**src/rtl/spim_pkg.sv**
```systemverilog
`timescale 1ns/1ps
package spim_pkg;
    typedef enum logic [1:0] {
        SH_IDLE,
        SH_LOW,
        SH_HIGH,
        SH_TAIL
    } sh_state_e;

    localparam logic [2:0] A_RX   = 3'd0;
    localparam logic [2:0] A_TX   = 3'd1;
    localparam logic [2:0] A_STAT = 3'd2;
    localparam logic [2:0] A_CTRL = 3'd3;
    localparam logic [2:0] A_MASK = 3'd5;

    localparam int B_ROE  = 3;
    localparam int B_TOE  = 4;
    localparam int B_TMT  = 5;
    localparam int B_TRDY = 6;
    localparam int B_RRDY = 7;
    localparam int B_ERR  = 8;
    localparam int B_SSO  = 10;

    localparam logic [10:0] CTRL_KEEP = 11'h5D8;
endpackage

```
**src/rtl/spim_shifter.sv**
```systemverilog
`timescale 1ns/1ps
module spim_shifter #(
    parameter int W        = 8,
    parameter int HALF_DIV = 2
) (
    input  logic         clk,
    input  logic         rst_n,
    input  logic         start,
    input  logic [W-1:0] tx_word,
    output logic         take,
    output logic         busy,
    output logic         rx_done,
    output logic [W-1:0] rx_word,
    output logic         sclk,
    output logic         mosi,
    input  logic         miso
);
    import spim_pkg::*;

    localparam int CW = $clog2(HALF_DIV) + 1;
    localparam int BW = $clog2(W) + 1;

    sh_state_e      state, nxt;
    logic [CW-1:0]  cnt;
    logic [BW-1:0]  bit_cnt;
    logic [W-1:0]   sh;
    logic           smp;
    logic [W:0]     cat;
    logic           phase_end;
    logic           last_bit;

    assign phase_end = (cnt == CW'(HALF_DIV - 1));
    assign last_bit  = (bit_cnt == BW'(W - 1));
    assign cat       = {sh, smp};

    always_comb begin
        nxt = state;
        unique case (state)
            SH_IDLE: if (start)     nxt = SH_LOW;
            SH_LOW:  if (phase_end) nxt = SH_HIGH;
            SH_HIGH: if (phase_end) nxt = last_bit ? SH_TAIL : SH_LOW;
            SH_TAIL: if (phase_end) nxt = SH_IDLE;
            default:                nxt = SH_IDLE;
        endcase
    end

    always_ff @(posedge clk or negedge rst_n) begin
        if (!rst_n) state <= SH_IDLE;
        else        state <= nxt;
    end

    always_ff @(posedge clk or negedge rst_n) begin
        if (!rst_n) begin
            cnt     <= '0;
            bit_cnt <= '0;
            sh      <= '0;
            smp     <= 1'b0;
            rx_done <= 1'b0;
            rx_word <= '0;
        end else begin
            rx_done <= 1'b0;
            if (state == SH_IDLE || phase_end) cnt <= '0;
            else                               cnt <= cnt + 1'b1;
            unique case (state)
                SH_IDLE: if (start) begin
                    sh      <= tx_word;
                    bit_cnt <= '0;
                end
                SH_LOW: if (phase_end) smp <= miso;
                SH_HIGH: if (phase_end) begin
                    if (last_bit) begin
                        rx_word <= cat[W-1:0];
                        rx_done <= 1'b1;
                    end else begin
                        sh      <= cat[W-1:0];
                        bit_cnt <= bit_cnt + 1'b1;
                    end
                end
                SH_TAIL: ;
                default: ;
            endcase
        end
    end

    always_comb begin
        take = (state == SH_IDLE) && start;
        busy = (state != SH_IDLE);
        sclk = (state == SH_HIGH);
        mosi = busy ? sh[W-1] : 1'b0;
    end

    AST_MOSI_HOLD_HIGH: assert property (@(posedge clk) disable iff (!rst_n)
        (sclk && $past(sclk)) |-> $stable(mosi));
endmodule

```
**src/rtl/spim_regs.sv**
```systemverilog
`timescale 1ns/1ps
module spim_regs #(
    parameter int W   = 8,
    parameter int NSS = 4
) (
    input  logic           clk,
    input  logic           rst_n,
    input  logic [2:0]     addr,
    input  logic           rd_en,
    input  logic           wr_en,
    input  logic [31:0]    wdata,
    output logic [31:0]    rdata,
    input  logic           take,
    input  logic           busy,
    input  logic           rx_done,
    input  logic [W-1:0]   rx_word,
    output logic [W-1:0]   tx_word,
    output logic           tx_full,
    output logic [NSS-1:0] ss_mask,
    output logic           sso,
    output logic           irq
);
    import spim_pkg::*;

    logic [W-1:0] rx_q;
    logic         rrdy, roe, toe;
    logic [10:0]  ctrl;
    logic         trdy, tmt, err;
    logic         wr_tx, wr_stat, rd_rx;

    assign wr_tx   = wr_en && (addr == A_TX);
    assign wr_stat = wr_en && (addr == A_STAT);
    assign rd_rx   = rd_en && (addr == A_RX);
    assign trdy    = !tx_full;
    assign tmt     = !tx_full && !busy;
    assign err     = roe || toe;
    assign sso     = ctrl[B_SSO];

    always_ff @(posedge clk or negedge rst_n) begin
        if (!rst_n) begin
            tx_word <= '0;
            tx_full <= 1'b0;
            toe     <= 1'b0;
        end else begin
            if (wr_stat) toe <= 1'b0;
            if (wr_tx) begin
                if (tx_full) toe <= 1'b1;
                else begin
                    tx_word <= wdata[W-1:0];
                    tx_full <= 1'b1;
                end
            end
            if (take) tx_full <= 1'b0;
        end
    end

    always_ff @(posedge clk or negedge rst_n) begin
        if (!rst_n) begin
            rx_q <= '0;
            rrdy <= 1'b0;
            roe  <= 1'b0;
        end else begin
            if (wr_stat) roe  <= 1'b0;
            if (rd_rx)   rrdy <= 1'b0;
            if (rx_done) begin
                rx_q <= rx_word;
                rrdy <= 1'b1;
                if (rrdy && !rd_rx) roe <= 1'b1;
            end
        end
    end

    always_ff @(posedge clk or negedge rst_n) begin
        if (!rst_n) begin
            ctrl    <= '0;
            ss_mask <= NSS'(1);
        end else if (wr_en) begin
            if (addr == A_CTRL) ctrl    <= wdata[10:0] & CTRL_KEEP;
            if (addr == A_MASK) ss_mask <= wdata[NSS-1:0];
        end
    end

    always_comb begin
        rdata = '0;
        unique case (addr)
            A_RX:   rdata[W-1:0] = rx_q;
            A_STAT: begin
                rdata[B_ROE]  = roe;
                rdata[B_TOE]  = toe;
                rdata[B_TMT]  = tmt;
                rdata[B_TRDY] = trdy;
                rdata[B_RRDY] = rrdy;
                rdata[B_ERR]  = err;
            end
            A_CTRL: rdata[10:0]    = ctrl;
            A_MASK: rdata[NSS-1:0] = ss_mask;
            default: rdata = '0;
        endcase
    end

    assign irq = (roe && ctrl[B_ROE]) || (toe && ctrl[B_TOE]) ||
                 (trdy && ctrl[B_TRDY]) || (rrdy && ctrl[B_RRDY]) ||
                 (err && ctrl[B_ERR]);

    AST_TOE_KEEPS_HOLD: assert property (@(posedge clk) disable iff (!rst_n)
        (wr_tx && tx_full) |=> (toe && $stable(tx_word)));
    AST_TAKE_FREES: assert property (@(posedge clk) disable iff (!rst_n)
        take |=> !tx_full);
    AST_RX_SETS_RRDY: assert property (@(posedge clk) disable iff (!rst_n)
        rx_done |=> rrdy);
    AST_LATE_RX_ROE: assert property (@(posedge clk) disable iff (!rst_n)
        (rx_done && rrdy && !rd_rx) |=> roe);
    AST_STAT_CLEARS: assert property (@(posedge clk) disable iff (!rst_n)
        (wr_stat && !rx_done) |=> (!roe && !toe));
endmodule

```
**src/rtl/spim_ctrl.sv**
```systemverilog
`timescale 1ns/1ps
module spim_ctrl #(
    parameter int DATA_W   = 8,
    parameter int NUM_SS   = 4,
    parameter int HALF_DIV = 2
) (
    input  logic              clk,
    input  logic              rst_n,
    input  logic [2:0]        reg_addr,
    input  logic              reg_rd,
    input  logic              reg_wr,
    input  logic [31:0]       reg_wdata,
    output logic [31:0]       reg_rdata,
    output logic              irq,
    output logic              sclk,
    output logic              mosi,
    input  logic              miso,
    output logic [NUM_SS-1:0] ss_n
);
    logic              start, take, busy, rx_done, sso;
    logic [DATA_W-1:0] tx_word, rx_word;
    logic [NUM_SS-1:0] ss_mask;

    spim_regs #(.W(DATA_W), .NSS(NUM_SS)) u_regs (
        .clk(clk), .rst_n(rst_n), .addr(reg_addr), .rd_en(reg_rd),
        .wr_en(reg_wr), .wdata(reg_wdata), .rdata(reg_rdata),
        .take(take), .busy(busy), .rx_done(rx_done), .rx_word(rx_word),
        .tx_word(tx_word), .tx_full(start), .ss_mask(ss_mask),
        .sso(sso), .irq(irq)
    );

    spim_shifter #(.W(DATA_W), .HALF_DIV(HALF_DIV)) u_shift (
        .clk(clk), .rst_n(rst_n), .start(start), .tx_word(tx_word),
        .take(take), .busy(busy), .rx_done(rx_done), .rx_word(rx_word),
        .sclk(sclk), .mosi(mosi), .miso(miso)
    );

    for (genvar i = 0; i < NUM_SS; i++) begin : g_ss
        assign ss_n[i] = !(ss_mask[i] && (busy || sso));
    end

    AST_SS_WHEN_SCLK: assert property (@(posedge clk) disable iff (!rst_n)
        sclk |-> (ss_n == ~ss_mask));
endmodule

```
**config.mk**
```make
export PLATFORM = sky130hd
export DESIGN_NAME = spim_ctrl
export DESIGN_NICKNAME = d
export VERILOG_FILES = /design/src/rtl/spim_pkg.sv /design/src/rtl/spim_shifter.sv /design/src/rtl/spim_regs.sv /design/src/rtl/spim_ctrl.sv
export SDC_FILE = /design/constraint.sdc
export NUM_CORES = 1
export LEC_CHECK = 0
export BUFFER_PORTS_ARGS = -buffer_cell sky130_fd_sc_hd__buf_2
export CAP_MARGIN = 20
export CORE_MARGIN = 5
export CORE_UTILIZATION = 47
export CTS_CLUSTER_SIZE = 10
export DETAILED_ROUTE_END_ITERATION = 8
export GPL_TIMING_DRIVEN = 1
export PLACE_DENSITY = 0.73
export SLEW_MARGIN = 20
export SYNTH_ARGS = -nofsm -noshare
export SYNTH_HDL_FRONTEND = slang
export SYNTH_HIERARCHICAL = 1
export SYNTH_SLANG_ARGS = --single-unit
```
**constraint.sdc**
```tcl
create_clock -name clk -period 1.95 [get_ports clk]
set_input_delay 0.39 -clock clk [delete_from_list [all_inputs] [get_ports clk]]
set_output_delay 0.39 -clock clk [all_outputs]
set_load 0.02 [all_outputs]
```
==> impl_metrics.env, run 1 <==
export IMPL_routed_wl_mm=5.92
export IMPL_drv_slew=0
export IMPL_drc=0
export IMPL_nets=327
export IMPL_htreeDepth=2
export IMPL_instances_no_fill=360
export IMPL_syn2layout_area_growth_pct=12.9
export IMPL_end_kind="output pin"
export IMPL_hpwl_mm=4.30
export IMPL_clk_latency_ps=310
export IMPL_setup_viol=0
export IMPL_place_gp_congestion=0.864
export IMPL_finalClockSkew_ps=5.79
export IMPL_fin_crit_ps=1850
export IMPL_criticalPathCategory="flop to output pin"
export IMPL_synth_edf_count=0
export IMPL_post_place_cells=348
export IMPL_final_common_cell="mux2_2"
export IMPL_p_sw_mw=1.33
export IMPL_cts_root_buf="clkbuf_8"
export IMPL_synth_top_family_by_area="multiplexers"
export IMPL_crit_fanout=9
export IMPL_switching_share=0.351
export IMPL_gr_total_overflow=0
export IMPL_fin_area_um2=3250
export IMPL_comb_power_share=0.375
export IMPL_port_buffers=34
export IMPL_grt_pass1_wl_mm=10.1
export IMPL_wire_per_inst_um=16.5
export IMPL_track_usage=0.168
export IMPL_core_rowCount=28
export IMPL_antenna_found_initial=0
export IMPL_cts_buffers=5
export IMPL_rr_worst_depth=5
export IMPL_clock_fmax_mhz=539
export IMPL_rsz0062_at_grt="no"
export IMPL_cts_tree="yes"
export IMPL_worstPathRequired_ps=1560
export IMPL_vias=1944
export IMPL_ys_seq_area_frac=0.487
export IMPL_holdCritPathClass="input pin to async pin"
export IMPL_io_pins=79
export IMPL_irDropWorstVdd_v=0.000613
export IMPL_cts_sinks=56
export IMPL_antenna_cells=0
export IMPL_placed_area_um2=3100
export IMPL_timing_final_hold_violations=0
export IMPL_first_pass_iters=4
export IMPL_synth_xor_area_share=0.00304
export IMPL_async_flop_share=1.00
export IMPL_intPower_mw=2.46
export IMPL_synth_compound_area_frac=0.0843
export IMPL_holdWs_ps=27.1
export IMPL_synth_flop_cell="dfrtp_1"
export IMPL_drt_first_iter_violations=136
export IMPL_final_cell_mix="mux2_2 (54), dfrtp_1 (53), buf_2 (33), conb_1 (22), buf_4 (16)"
export IMPL_p_leak_nw=1.48
export IMPL_synth_seq_cells=56
export IMPL_start_util=0.484
export IMPL_tns_ps=0
export IMPL_outcome="finished clean"
export IMPL_worstSetupStartpoint="u_shift/state[1]"
export IMPL_start_kind="flop"
export IMPL_clkSlewWorstSetupHoldPaths_ps=100
export IMPL_reg2reg_slack_ps=140
export IMPL_synth_simple_area_share=0.102
export IMPL_cts_hold_fix_buffers=0
export IMPL_rr_startpoint="u_shift/state[1]"
export IMPL_drv_cap=0
export IMPL_cp_arrival_ps=1460
export IMPL_drt_vias_per_instance=5.40
export IMPL_die_area_um2=7790
export IMPL_synth_adder_area_share=0.0130
export IMPL_coreArea_um2=5960
export IMPL_p_clk_frac=0.175
export IMPL_avgSynthCellArea_um2=12.1
export IMPL_die_x_um=88.3
export IMPL_clockBufferDepth=2
export IMPL_grt_max_degree=38
export IMPL_synth_cell_area_um2=2880
export IMPL_drive_gt1_frac=0.439
export IMPL_drt_antenna_violating_nets=0
export IMPL_seqPwrFrac=0.451
export IMPL_synthMuxAreaShare=0.223
export IMPL_post_route_period_util=0.951
export IMPL_ys_types=48
export IMPL_power_density_nw_per_um2=1170
export IMPL_grt_pass1_vias=1984
export IMPL_die_height_um=88.3
export IMPL_synthCells=239
export IMPL_yosysWarnings=6
export IMPL_total_power_mw=3.79
export IMPL_r2r_end="u_shift/sh[4]"
[routing by layer]
layer / part of all wire / track usage / vias up
met5: 0 / 0 / -
met4: 0.012 / 0.0371 / 0
met3: 0.062 / 0.0354 / 8
met2: 0.50 / 0.272 / 73
met1: 0.43 / 0.233 / 969
li1: - / - / 894
[worst max-delay path, stage by stage, from the launching register on]
cell	delay (ps)
dfrtp_2	440
buf_4	170
nand2b_1	230
inv_4	120
buf_2	180
[power by group through the flow]
| stage | Sequential [mW] | Combinational (mW) | Clock (mW) |
|---|---|---|---|
| 2_1_floorplan | 1.62 | 1.05 | 0 |
| 3_3_place_gp | 1.73 | 1.26 | 0 |
| 3_5_place_dp | 1.75 | 1.30 | 0 |
| 4_1_cts | 1.71 | 1.41 | 0.681 |
| 5_1_grt | 1.76 | 1.56 | 0.737 |
| 6_report | 1.71 | 1.42 | 0.661 |
[per-stage QoR]
step,setup slack (ps),util
3_3_place_gp,178,0.521
2_1_floorplan,16.7,-
6_report,95.6,0.546
4_1_cts,3.95,0.544
5_1_grt,15.2,0.546
3_5_place_dp,138,0.521
[cell type report]
| type | instances | area [µm²] |
|---|---|---|
| Multi-Input combinational cell | 164 | 1320 |
| Inverter | 7 | 28.8 |
| Tap cell | 75 | 93.8 |
| Clock buffer | 6 | 82.6 |
| Fill cell | 495 | 2700 |
| Clock inverter | 2 | 15.0 |
| Sequential cell | 56 | 1410 |
| Timing Repair Buffer | 50 | 305 |
[registers in the layout (all words and copies together), names as in the netlist]
name             count
u_regs/rx_q          8
u_regs/tx_word       8
u_shift/rx_word      8
u_shift/sh           8
u_regs/ctrl          6
u_regs/ss_mask       4
u_shift/bit_cnt      4
u_shift/cnt          2
u_shift/state        2
u_regs/roe           1
u_regs/rrdy          1
u_regs/toe           1
u_regs/tx_full       1
u_shift/rx_done      1
u_shift/smp          1
[Yosys cell counts (2+ instances only)]
library cell  instances  area [µm²]
ha_1                  3        37.5
dfrtp_1              55        1380
a22oi_1               3        22.5
nor3_1                4        20.0
nand2b_1              5        31.3
nand2_1               7        26.3
or3b_1                2        17.5
o21ai_0               6        30.0
mux2i_1               2        20.0
inv_1                 6        22.5
a21oi_1               5        25.0
nor3b_1               2        15.0
a22o_1                2        17.5
buf_4                24         180
nor2_1               10        37.5
nand3_1               5        25.0
o21ai_1               4        20.0
and2_1                2        12.5
buf_2                 8        40.0
mux2_2               54         608
nor2b_1               3        18.8
[kinds of logic after synthesis]
family / Yosys count
flip-flops: 56
multiplexers: 57
adder cells (fa/ha/maj): 3
AO/OA/AOI/OAI: 33
AND/OR/NAND/NOR: 48
XOR/XNOR: 1
buffers and inverters: 40
other: 1
[repair_timing]
item | in CTS | in global routing
gates cloned | 0 | 0
setup buffers | 4 | 0
gates resized for setup | 5 | 4
endpoints found under the setup margin | 1 | 6
pin swaps | 2 | 1
[worst max-delay path by stage]
stage / to / slack, ps / depth (start not counted)
after floorplan: reg_rdata[5] / 20 / 6
final: sclk / 100 / 4
after global routing: reg_rdata[5] / 20 / 6
after CTS: reg_rdata[5] / 4 / 6
after detailed placement: u_shift/sh[4] / 140 / 6
after global placement: u_shift/sh[5] / 180 / 6
No activity file was read; power rests on OpenSTA's default activity.
==> run 2, diff against run 1 <==
--- a/config.mk
+++ b/config.mk
@@ -8,11 +8,11 @@
 export BUFFER_PORTS_ARGS = -buffer_cell sky130_fd_sc_hd__buf_2
 export CAP_MARGIN = 20
 export CORE_MARGIN = 5
-export CORE_UTILIZATION = 47
+export CORE_UTILIZATION = 40
 export CTS_CLUSTER_SIZE = 10
 export DETAILED_ROUTE_END_ITERATION = 8
 export GPL_TIMING_DRIVEN = 1
-export PLACE_DENSITY = 0.73
+export PLACE_DENSITY = 0.67
 export SLEW_MARGIN = 20
 export SYNTH_ARGS = -nofsm -noshare
 export SYNTH_HDL_FRONTEND = slang
==> run 2 against run 1 <==
  * Critical path depth is 2 higher
  * Count of clock-buffer cells in the layout is 1 lower
  * First-iteration DRC count is 43% lower
  * Fmax is 2.5% lower
  * Critical path type unchanged
  * Largest power group unchanged
==> impl_metrics.env, run 2 (synthesis results as in run 1) <==
export IMPL_place_ws_ps=106
export IMPL_fillCellCount=662
export IMPL_cts_buffers=5
export IMPL_cp_slowest_cell="dfrtp_2"
export IMPL_hpwl_mm=4.41
export IMPL_post_place_cells=372
export IMPL_drt_antenna_violating_nets=0
export IMPL_cts_root_buf="clkbuf_8"
export IMPL_io_pins=79
export IMPL_path_buf_inv=2
export IMPL_holdWs_ps=301
export IMPL_grt_pass1_wl_mm=9.49
export IMPL_final_cell_mix="mux2_2 (54), dfrtp_1 (54), buf_2 (33), conb_1 (22), buf_4 (13)"
export IMPL_tns_ps=0
export IMPL_clock_fmax_mhz=526
export IMPL_reg2reg_slack_ps=100
export IMPL_start_util=0.404
export IMPL_wire_per_inst_um=15.4
export IMPL_slowest_delay_ps=440
export IMPL_die_x_um=94.9
export IMPL_holdPathEnd="u_regs/ctrl[8]"
export IMPL_criticalPathCategory="flop to output pin"
export IMPL_clkSlewWorstSetupHoldPaths_ps=110
export IMPL_hp_start="reg_wdata[8]"
export IMPL_power_density_nw_per_um2=1170
export IMPL_drv_cap=0
export IMPL_gr_total_overflow=0
export IMPL_track_usage=0.136
export IMPL_place_gp_congestion=0.738
export IMPL_setup_slack_ps=47.2
export IMPL_grt_pass1_vias=1916
export IMPL_clockBufferDepth=2
export IMPL_first_pass_iters=5
export IMPL_path_cells="nor2_4 > inv_2 > nor2_1 > mux2i_1 > nor3_1 > buf_4"
export IMPL_whs_path_depth=2
export IMPL_r2r_end="u_shift/sh[1]"
export IMPL_fin_crit_ps=1900
export IMPL_cts_tree="yes"
export IMPL_die_height_um=94.9
export IMPL_drc=0
export IMPL_drt_vias_per_instance=4.97
export IMPL_syn2layout_area_growth_pct=13.7
export IMPL_coreArea_um2=7140
export IMPL_setup_viol=0
export IMPL_worstPathRequired_ps=1560
export IMPL_rr_worst_depth=6
export IMPL_register_area_um2=1400
export IMPL_antenna_cells=0
export IMPL_multi_input_area_um2=1310
export IMPL_end_kind="output pin"
export IMPL_htreeDepth=2
export IMPL_cts_sinks=56
export IMPL_nets=325
export IMPL_start_kind="flop"
export IMPL_die_area_um2=9000
export IMPL_drive_gt1_frac=0.420
export IMPL_rsz0062_at_grt="yes"
export IMPL_finalClockSkew_ps=9.31
export IMPL_holdCritPathClass="input pin to flop"
export IMPL_core_rowCount=31
export IMPL_crit_family="flip-flops"
export IMPL_irDropWorstVdd_v=0.000397
export IMPL_cp_arrival_ps=1510
export IMPL_timing_final_hold_violations=0
export IMPL_post_route_period_util=0.976
export IMPL_instances_no_fill=382
export IMPL_outcome="finished clean"
export IMPL_port_buffers=34
export IMPL_routed_wl_mm=5.88
export IMPL_drt_first_iter_violations=78
export IMPL_p_leak_nw=1.48
export IMPL_drv_slew=0
export IMPL_rr_startpoint="u_shift/cnt[1]"
export IMPL_grt_max_degree=29
export IMPL_crit_fanout=5
export IMPL_vias=1899
export IMPL_clk_latency_ps=310
export IMPL_antenna_found_initial=0
## run 2: repair_timing
action	in CTS	in global routing
resized for setup	1	4
cloned	0	0
pin swaps	0	1
hold buffers	1	0
setup buffers	1	0
hold endpoints to repair	11	0
setup endpoints to repair	1	1
## run 2: worst max path at each step
| stage | from | to | slack [ps] | cells after the start |
|---|---|---|---|---|
| 5_1_grt | u_shift/state[1] | reg_rdata[5] | -40 | 6 |
| 4_1_cts | u_shift/state[1] | reg_rdata[5] | 7 | 6 |
| 6_report | u_shift/state[1] | reg_rdata[5] | 50 | 6 |
| 3_5_place_dp | u_shift/cnt[1] | u_shift/sh[1] | 110 | 6 |
| 3_3_place_gp | u_shift/cnt[1] | u_shift/sh[7] | 140 | 6 |
| 2_1_floorplan | u_shift/state[0] | reg_rdata[5] | 20 | 6 |
## run 2: where the power goes
part | internal, mW | leakage (nW) | switching, mW | total [mW]
combinational | 0.668 | 0.746 | 0.687 | 1.35
clock | 0.387 | 0.0548 | 0.392 | 0.779
sequential | 1.46 | 0.678 | 0.249 | 1.70
## run 2: stage by stage
step	utilization	area (µm²)	total power, mW
global route	0.459	3280	4.07
detailed placement	0.439	3130	3.05
floorplan	-	2960	2.67
global placement	0.439	3130	3.00
finish	0.459	3280	3.84
CTS	0.458	3270	3.84
## run 2: layout make-up
cell class | count | area share
clock inverter | 3 | 0.0141
tap | 99 | 0.0378
multi-input combinational | 164 | 0.401
inverter | 7 | 0.00802
clock buffer | 5 | 0.0210
timing repair buffer | 48 | 0.0894
sequential | 56 | 0.429
## run 2: metal layers
layer  routed length (µm)  track usage  vias up
met1                 2630        0.179      943
met4                   61       0.0433        0
met5                    0            0        -
li1                     -            -      895
met2                 2840        0.228       57
met3                  349       0.0239        4
==> run 3, diff against run 2 <==
--- a/config.mk
+++ b/config.mk
@@ -5,8 +5,9 @@
 export SDC_FILE = /design/constraint.sdc
 export NUM_CORES = 1
 export LEC_CHECK = 0
+export ABC_CLOCK_PERIOD_IN_PS = 1950
 export BUFFER_PORTS_ARGS = -buffer_cell sky130_fd_sc_hd__buf_2
-export CAP_MARGIN = 20
+export CAP_MARGIN = 10
 export CORE_MARGIN = 5
 export CORE_UTILIZATION = 40
 export CTS_CLUSTER_SIZE = 10
==> constraint.sdc (replaced) <==
create_clock -name clk -period 1.95 [get_ports clk]
set_input_delay 0.0975 -clock clk [delete_from_list [all_inputs] [get_ports clk]]
set_output_delay 0.0975 -clock clk [all_outputs]
set_load 0.02 [all_outputs]
==> run 3 against run 2 <==
  * Via count down 0.90%
  * Fmax up 5.2%
  * Global-route usage about the same
  * Setup slack better by 94 ps
  * Critical endpoint unchanged
  * Sequential power about the same
  * Largest cell class unchanged
  * Clock skew down 5.4 ps
==> impl_metrics.env, run 3 (synthesis results as in run 1) <==
export IMPL_slowest_delay_ps=400
export IMPL_drt_antenna_violating_nets=0
export IMPL_place_gp_congestion=0.795
export IMPL_coreArea_um2=7140
export IMPL_worst_slew_pin_slew_ps=585
export IMPL_antenna_found_initial=0
export IMPL_holdCritPathClass="input pin to flop"
export IMPL_fin_crit_ps=1810
export IMPL_grt_max_degree=32
export IMPL_die_area_um2=9000
export IMPL_finalClockSkew_ps=3.89
export IMPL_drt_first_iter_violations=94
export IMPL_drive_gt1_frac=0.399
export IMPL_crit_fanout=11
export IMPL_rr_startpoint="u_shift/cnt[1]"
export IMPL_die_height_um=94.9
export IMPL_p_leak_nw=1.45
export IMPL_irDropWorstVdd_v=0.000364
export IMPL_start_kind="flop"
export IMPL_hp_start="miso"
export IMPL_nets=320
export IMPL_cts_buffers=5
export IMPL_port_buffers=34
export IMPL_syn2layout_area_growth_pct=11.5
export IMPL_drv_cap=0
export IMPL_drv_slew=0
export IMPL_worstSetupStartpoint="u_shift/state[0]"
export IMPL_cts_tree="yes"
export IMPL_start_util=0.404
export IMPL_rsz0062_at_grt="no"
export IMPL_total_power_mw=3.70
export IMPL_clock_fmax_mhz=553
export IMPL_setup_viol=0
export IMPL_power_density_nw_per_um2=1150
export IMPL_io_pins=79
export IMPL_tns_ps=0
export IMPL_post_route_period_util=0.928
export IMPL_timing_final_hold_violations=0
export IMPL_end_kind="output pin"
export IMPL_drc=0
export IMPL_fin_area_um2=3210
export IMPL_cts_root_buf="clkbuf_8"
export IMPL_clockBufferDepth=2
export IMPL_first_pass_iters=4
export IMPL_wire_per_inst_um=15.4
export IMPL_gr_total_overflow=0
export IMPL_clk_latency_ps=320
export IMPL_cp_slowest_cell="dfrtp_1"
export IMPL_clkSlewWorstSetupHoldPaths_ps=100
export IMPL_drt_vias_per_instance=4.99
export IMPL_final_cell_mix="dfrtp_1 (55), mux2_2 (54), buf_2 (34), conb_1 (22), nor2_1 (10)"
export IMPL_outcome="finished clean"
export IMPL_cp_arrival_ps=1710
export IMPL_reg2reg_slack_ps=150
export IMPL_hpwl_mm=4.30
export IMPL_grt_pass1_vias=1884
export IMPL_final_common_cell="dfrtp_1"
export IMPL_crit_family="buffers and inverters"
export IMPL_instances_no_fill=377
export IMPL_vias=1882
export IMPL_path_common_cell="nor2_1"
export IMPL_post_place_cells=367
export IMPL_criticalPathCategory="flop to output pin"
export IMPL_die_x_um=94.9
export IMPL_relSlewSlack=0.610
export IMPL_final_util=0.450
export IMPL_routed_wl_mm=5.79
export IMPL_core_rowCount=31
export IMPL_path_buf_inv=3
export IMPL_cts_sinks=56
export IMPL_grt_pass1_wl_mm=9.62
export IMPL_path_cells="buf_4 > nor2_1 > inv_1 > nor2_1 > mux2i_1 > nor3_1 > buf_2"
export IMPL_worstPathRequired_ps=1850
export IMPL_htreeDepth=2
export IMPL_placed_area_um2=3090
export IMPL_track_usage=0.136
export IMPL_antenna_cells=0
run 3: changes by cell type in the layout (fill, tap and decap cells not counted), sizes merged:
cell / change
clkinv: +1
clkinvlp: -1
dlygate4sd3: +1
inv: +1
buf: -6
bufinv: -1
run 3: cell type report:
type / count / area, µm²
clock inverters: 3 / 26.3
inverters: 7 / 26.3
fillers: 692 / 3930
repair buffers: 43 / 255
well taps: 99 / 124
flip-flops and latches: 56 / 1400
clock buffers: 5 / 68.8
multi-input cells: 164 / 1310
run 3: worst register-to-register path, stage by stage (launching register included):
cell and delay, ps:
dfrtp_1 370, inv_1 80, ha_2 230, mux2i_2 150, a311oi_4 280, buf_4 230, mux2_2 360
run 3: stage by stage:
stage                     hold slack (ps)  setup slack [ps]
after floorplan                      -198               169
after global placement                134               161
after detailed placement              129               106
after CTS                            3.42              87.3
after global routing                 3.62              11.8
final                                5.13               141
run 3: power by group:
group / switching [mW] / total, mW / internal (mW) / leakage [nW]
Clock: 0.406 / 0.671 / 0.265 / 0.0491
Combinational: 0.704 / 1.36 / 0.651 / 0.719
Sequential: 0.220 / 1.67 / 1.45 / 0.680
Total: 1.33 / 3.70 / 2.37 / 1.45
run 3: timing repair:
action                                 4_1_cts  5_1_grt
endpoints found under the hold margin       26        0
hold buffers                                 2        0
gates resized for setup                      0        1
setup buffers                                0        0
setup endpoints to repair                    0        8
run 3: path summary, 6_finish.rpt:
check / end / depth (start not counted)
min reg2reg: u_shift/cnt[0] / 1
max: reg_rdata[5] / 7
max in group asynchronous: u_regs/ss_mask[0] / 3
max reg2reg: u_shift/sh[0] / 6
min: u_shift/smp / 2
min in group asynchronous: u_regs/ctrl[7] / 2
run 3: metal layers:
layer	vias to the layer above	global-route usage	wire (µm)
met5	-	0	0
met4	0	0.0325	60
met3	4	0.0303	374
met2	64	0.224	2740
met1	933	0.184	2610
li1	881	-	-
